$ cat src/rtl/bitcnt_pkg.sv
// Package: shared types for the bit counting unit.
// Assumes: the operation select is a 2-bit code decoded in one place.
package bitcnt_pkg;

    typedef enum logic [1:0] {
        CNT_POP  = 2'b00,
        CNT_TZ   = 2'b01,
        CNT_LZ   = 2'b10,
        CNT_RSVD = 2'b11
    } cnt_op_e;

endpackage

$ cat src/rtl/bitcnt_prep.sv
// Module: bitcnt_prep
// Builds the vector that the increment chain counts and the controls for
// the enable chain. Zero-run counts invert the operand so that zero bits
// become counted ones; the leading count also reverses it so that the
// leading run sits at the least significant end.
// Assumes: purely combinational, W >= 2.
module bitcnt_prep
    import bitcnt_pkg::*;
#(
    parameter int W = 32
) (
    input  logic [W-1:0] operand_i,
    input  cnt_op_e      op_i,
    output logic [W-1:0] vec_o,
    output logic         run_mode_o,
    output logic         chain_go_o
);

    logic [W-1:0] reversed;

    // Bit reversal is pure wiring, one assignment per position.
    for (genvar i = 0; i < W; i++) begin : g_rev
        assign reversed[i] = operand_i[W-1-i];
    end

    // Select the vector source and the enable-chain mode per operation.
    always_comb begin
        vec_o      = operand_i;
        run_mode_o = 1'b0;
        chain_go_o = 1'b1;
        unique case (op_i)
            CNT_POP: begin
                vec_o      = operand_i;
                run_mode_o = 1'b0;
            end
            CNT_TZ: begin
                vec_o      = ~operand_i;
                run_mode_o = 1'b1;
            end
            CNT_LZ: begin
                vec_o      = ~reversed;
                run_mode_o = 1'b1;
            end
            CNT_RSVD: begin
                vec_o      = operand_i;
                run_mode_o = 1'b0;
                chain_go_o = 1'b0;
            end
            default: begin
                chain_go_o = 1'b0;
            end
        endcase
    end

endmodule

$ cat src/rtl/bitcnt_enable_chain.sv
// Module: bitcnt_enable_chain
// Cascaded stage enables. Stage 0 follows go_i. Each higher stage is
// enabled when the stage below was enabled and, in run mode, the vector
// bit below qualified (was one).
// Assumes: purely combinational; depth grows linearly with W.
module bitcnt_enable_chain #(
    parameter int W = 32
) (
    input  logic [W-1:0] vec_i,
    input  logic         run_mode_i,
    input  logic         go_i,
    output logic [W-1:0] en_o
);

    assign en_o[0] = go_i;

    // Each link passes the enable upward only past a qualifying bit.
    for (genvar i = 1; i < W; i++) begin : g_link
        assign en_o[i] = en_o[i-1] & (vec_i[i-1] | ~run_mode_i);
    end

endmodule

$ cat src/rtl/bitcnt_incr_chain.sv
// Module: bitcnt_incr_chain
// A chain of W single-bit increment stages. Stage i adds one to the
// running total when it is enabled and its vector bit is set.
// Assumes: CW is wide enough to hold W.
module bitcnt_incr_chain #(
    parameter int W  = 32,
    parameter int CW = $clog2(W + 1)
) (
    input  logic [W-1:0]  vec_i,
    input  logic [W-1:0]  en_i,
    output logic [CW-1:0] count_o
);

    logic [CW-1:0] partial [W+1];

    assign partial[0] = '0;

    // One incrementer per bit position, fed by the stage below.
    for (genvar i = 0; i < W; i++) begin : g_stage
        assign partial[i+1] = partial[i] + {{(CW-1){1'b0}}, vec_i[i] & en_i[i]};
    end

    assign count_o = partial[W];

endmodule

$ cat src/rtl/bitcount_unit.sv
// Module: bitcount_unit (top)
// Population, trailing-zero and leading-zero count on one shared chain of
// single-bit incrementers, with a zero-extended result.
// Assumes: combinational use inside a single-cycle execute stage; OUT_W > CW.
module bitcount_unit
    import bitcnt_pkg::*;
#(
    parameter int W     = 32,
    parameter int OUT_W = 32
) (
    input  logic [W-1:0]     operand_i,
    input  logic [1:0]       opsel_i,
    output logic [OUT_W-1:0] count_o
);

    localparam int CW = $clog2(W + 1);

    cnt_op_e       op;
    logic [W-1:0]  vec;
    logic [W-1:0]  en;
    logic          run_mode;
    logic          chain_go;
    logic [CW-1:0] cnt;

    assign op = cnt_op_e'(opsel_i);

    bitcnt_prep #(.W(W)) u_prep (
        .operand_i  (operand_i),
        .op_i       (op),
        .vec_o      (vec),
        .run_mode_o (run_mode),
        .chain_go_o (chain_go)
    );

    bitcnt_enable_chain #(.W(W)) u_en (
        .vec_i      (vec),
        .run_mode_i (run_mode),
        .go_i       (chain_go),
        .en_o       (en)
    );

    bitcnt_incr_chain #(.W(W), .CW(CW)) u_inc (
        .vec_i   (vec),
        .en_i    (en),
        .count_o (cnt)
    );

    assign count_o = {{(OUT_W-CW){1'b0}}, cnt};

endmodule

$ cat config.mk
export PLATFORM = sky130hd
export DESIGN_NAME = bitcount_unit
export DESIGN_NICKNAME = d
export VERILOG_FILES = /design/src/rtl/bitcnt_pkg.sv /design/src/rtl/bitcnt_prep.sv /design/src/rtl/bitcnt_enable_chain.sv /design/src/rtl/bitcnt_incr_chain.sv /design/src/rtl/bitcount_unit.sv
export SDC_FILE = /design/constraint.sdc
export NUM_CORES = 1
export LEC_CHECK = 0
export BUFFER_PORTS_ARGS = -buffer_cell sky130_fd_sc_hd__buf_2
export CAP_MARGIN = 20
export CORE_MARGIN = 2
export CORE_UTILIZATION = 44
export DETAILED_ROUTE_END_ITERATION = 8
export GPL_ROUTABILITY_DRIVEN = 0
export MAX_ROUTING_LAYER = met4
export PLACE_DENSITY = 0.82
export SETUP_SLACK_MARGIN = 0.15
export SLEW_MARGIN = 20
export SYNTH_ARGS = -nofsm -noshare
export SYNTH_HDL_FRONTEND = slang
export SYNTH_HIERARCHICAL = 1
export SYNTH_SLANG_ARGS = --single-unit
$ cat constraint.sdc
create_clock -name vclk -period 5.97
set_input_delay 0.2985 -clock vclk [all_inputs]
set_output_delay 0.2985 -clock vclk [all_outputs]
set_load 0.02 [all_outputs]
==> results.py <==
metrics = {
    "placed_design": {
        "portBuffers": 40,
        "placed_cell_area_um2": 3250,
        "dp_hpwl_um": 5600,
    },
    "die": {
        "initial_core_util_pct": 45.3,
        "rows": 27,
        "dieArea_um2": 6210,
        "coreArea_um2": 5440,
        "num_io_pins": 66,
        "die_h_um": 78.8,
        "die_w_um": 78.8,
    },
    "cells_and_area": {
        "fillers": 370,
        "flops_and_latches": 0,
        "mostFrequentLayoutCell": "buf_4",
        "final.clkbuf_count": 0,
        "seq_area_um2": 0,
        "areaGrowthSynthToFinish_pct": 60.7,
        "most-common-layout-cells": "buf_4, nand2_1, and2_1",
        "stdcell_area_um2": 3960,
        "nNetsFinal": 543,
        "final_core_util_pct": 72.7,
        "num_antenna_cells": 0,
        "layout-drive-gt1-share_pct": 45.0,
    },
    "setup_path": {
        "worstPathArrival_ns": 6.34,
        "crit_type": "in -> out",
        "cp_max_fo": 8,
        "crit_path_start_kind": "primary input",
        "cp_data_required_time_ns": 5.67,
        "max_stage_delay_ns": 0.57,
        "slowest_stage": "fa_1",
        "setup.worst_path.end_class": "primary output",
        "cp_common_cell": "fa_1",
    },
    "routing": {
        "wl_um": 9190,
        "viasPerCell": 5.47,
        "wl_met2_um": 4890,
        "first_pass_iters": 5,
        "drc_errors": 0,
        "detail-route-antenna-nets": 0,
        "wirelength_met1_um": 3150,
        "dr_wl_met3_um": 529,
        "top_layer_used": "met4",
        "wire_per_inst_um": 16.9,
        "vias": 2983,
        "drt_iter0_drc": 182,
    },
    "synth": {
        "synth.area.top_cells": "fa_1, and2_1, buf_4",
        "yosysTopAreaCellShare_pct": 19.5,
        "postSynthCellCount": 357,
        "synth_cell_types": 36,
        "yosys_warnings": 6,
        "yosys.area.top_type": "fa_1",
        "seq_area_frac_synth_pct": 0,
        "postSynthAreaPerCell_um2": 6.90,
        "syn_area_um2": 2460,
    },
    "sta": {
        "setup_violations": 5,
        "layout_setup_ws_ns": -0.665,
        "grt_setup_unrepaired": "true",
        "fmax_mhz": 151,
        "fin_crit_sh_pct": 111,
        "tns_ns": -2.89,
        "hold_ws_ns": 1.65,
        "slew_violations": 0,
        "finalHoldViolations": 0,
        "period_minus_slack_ns": 6.63,
    },
    "min_path": {
        "worstHoldPathType": "in -> out",
        "hold_depth": 7,
    },
    "global_route": {
        "grt_pass1_wl_um": 13700,
        "grt_usage_pct": 28.2,
        "grt_max_degree": 21,
        "grt_remaining_overflow": 0,
        "antenna_found_initial": 0,
        "grt_pass1_vias": 3143,
    },
    "pwr": {
        "vdd_ir_drop_max_mv": 0.976,
        "p_leak_nw": 1.87,
        "power-per-cell-area_nw_per_um2": 356,
        "power_mw": 1.41,
    },
    "outcome": {
        "status": "finished with violations",
        "violations": "negative setup slack",
    },
    "flow_run": {
        "max_cap_viol_count": 0,
    },
}
==> path summary, 6_finish.rpt <==
path	endpoint	slack, ns	startpoint
setup / recovery	count_o[4]	-0.66	opsel_i[1]
hold / removal	count_o[0]	1.65	operand_i[6]
==> cell usage after synthesis, types with 5 or more instances <==
| cell | n |
|---|---|
| buf_2 | 5 |
| nor2_1 | 6 |
| buf_4 | 32 |
| a31oi_1 | 31 |
| ha_1 | 10 |
| a21boi_1 | 8 |
| and2_1 | 52 |
| o21ai_1 | 8 |
| nand4_1 | 8 |
| nand2b_1 | 31 |
| inv_1 | 32 |
| nand2_1 | 59 |
| a21oi_1 | 6 |
| nand3_1 | 8 |
| fa_1 | 24 |
==> timing repair <==
item                       CTS  global route
buffers inserted            13            14
hold buffers                 0             0
pin swaps                   28            35
gates cloned                 1             1
resized for setup           65            31
setup endpoints to repair    6             6
==> routing by layer <==
metal  track usage, %  vias to the layer above
li1                 -                     1348
met1             26.8                     1404
met2             55.6                      161
met3             3.30                       70
met4             14.1                        0
met5                -                        -
==> final cells by class <==
| cell class | count | area [um^2] | area share [%] |
|---|---|---|---|
| well taps | 72 | 90.1 | 2.28 |
| multi-input cells | 302 | 2570 | 65.1 |
| inverters | 35 | 173 | 4.36 |
| repair buffers | 136 | 1120 | 28.3 |
==> through the flow <==
step           setup WS, ns  instances
6_report             -0.665        545
5_1_grt              -0.864        545
4_1_cts              -0.549        530
3_5_place_dp         -0.768        516
3_3_place_gp         -0.635        516
2_1_floorplan        -0.267        382
==> critical path: cells and delay by family <==
kind                     cells  cell delay (ns)
AO/OA/AOI/OAI                4             0.58
XOR/XNOR                     1             0.15
adder cells (fa/ha/maj)      9             3.71
buffers and inverters        9             0.92
AND/OR/NAND/NOR              4             0.67
==> report_power, final <==
group	internal [mW]	total (mW)	switching, mW
Combinational	0.693	1.41	0.714
Clock	0	0	0
Sequential	0	0	0
==> logic make-up (layout without fill, tap and decap cells) <==
logic type | count (synthesis) | after routing | synth area share [%]
AO/OA/AOI/OAI | 64 | 64 | 16.8
AND/OR/NAND/NOR | 175 | 175 | 39.0
buffers and inverters | 80 | 171 | 18.4
adder cells (fa/ha/maj) | 34 | 34 | 24.6
XOR/XNOR | 3 | 3 | 1.07
other | 1 | 26 | 0.152
No activity file was read; power rests on OpenSTA's default activity.
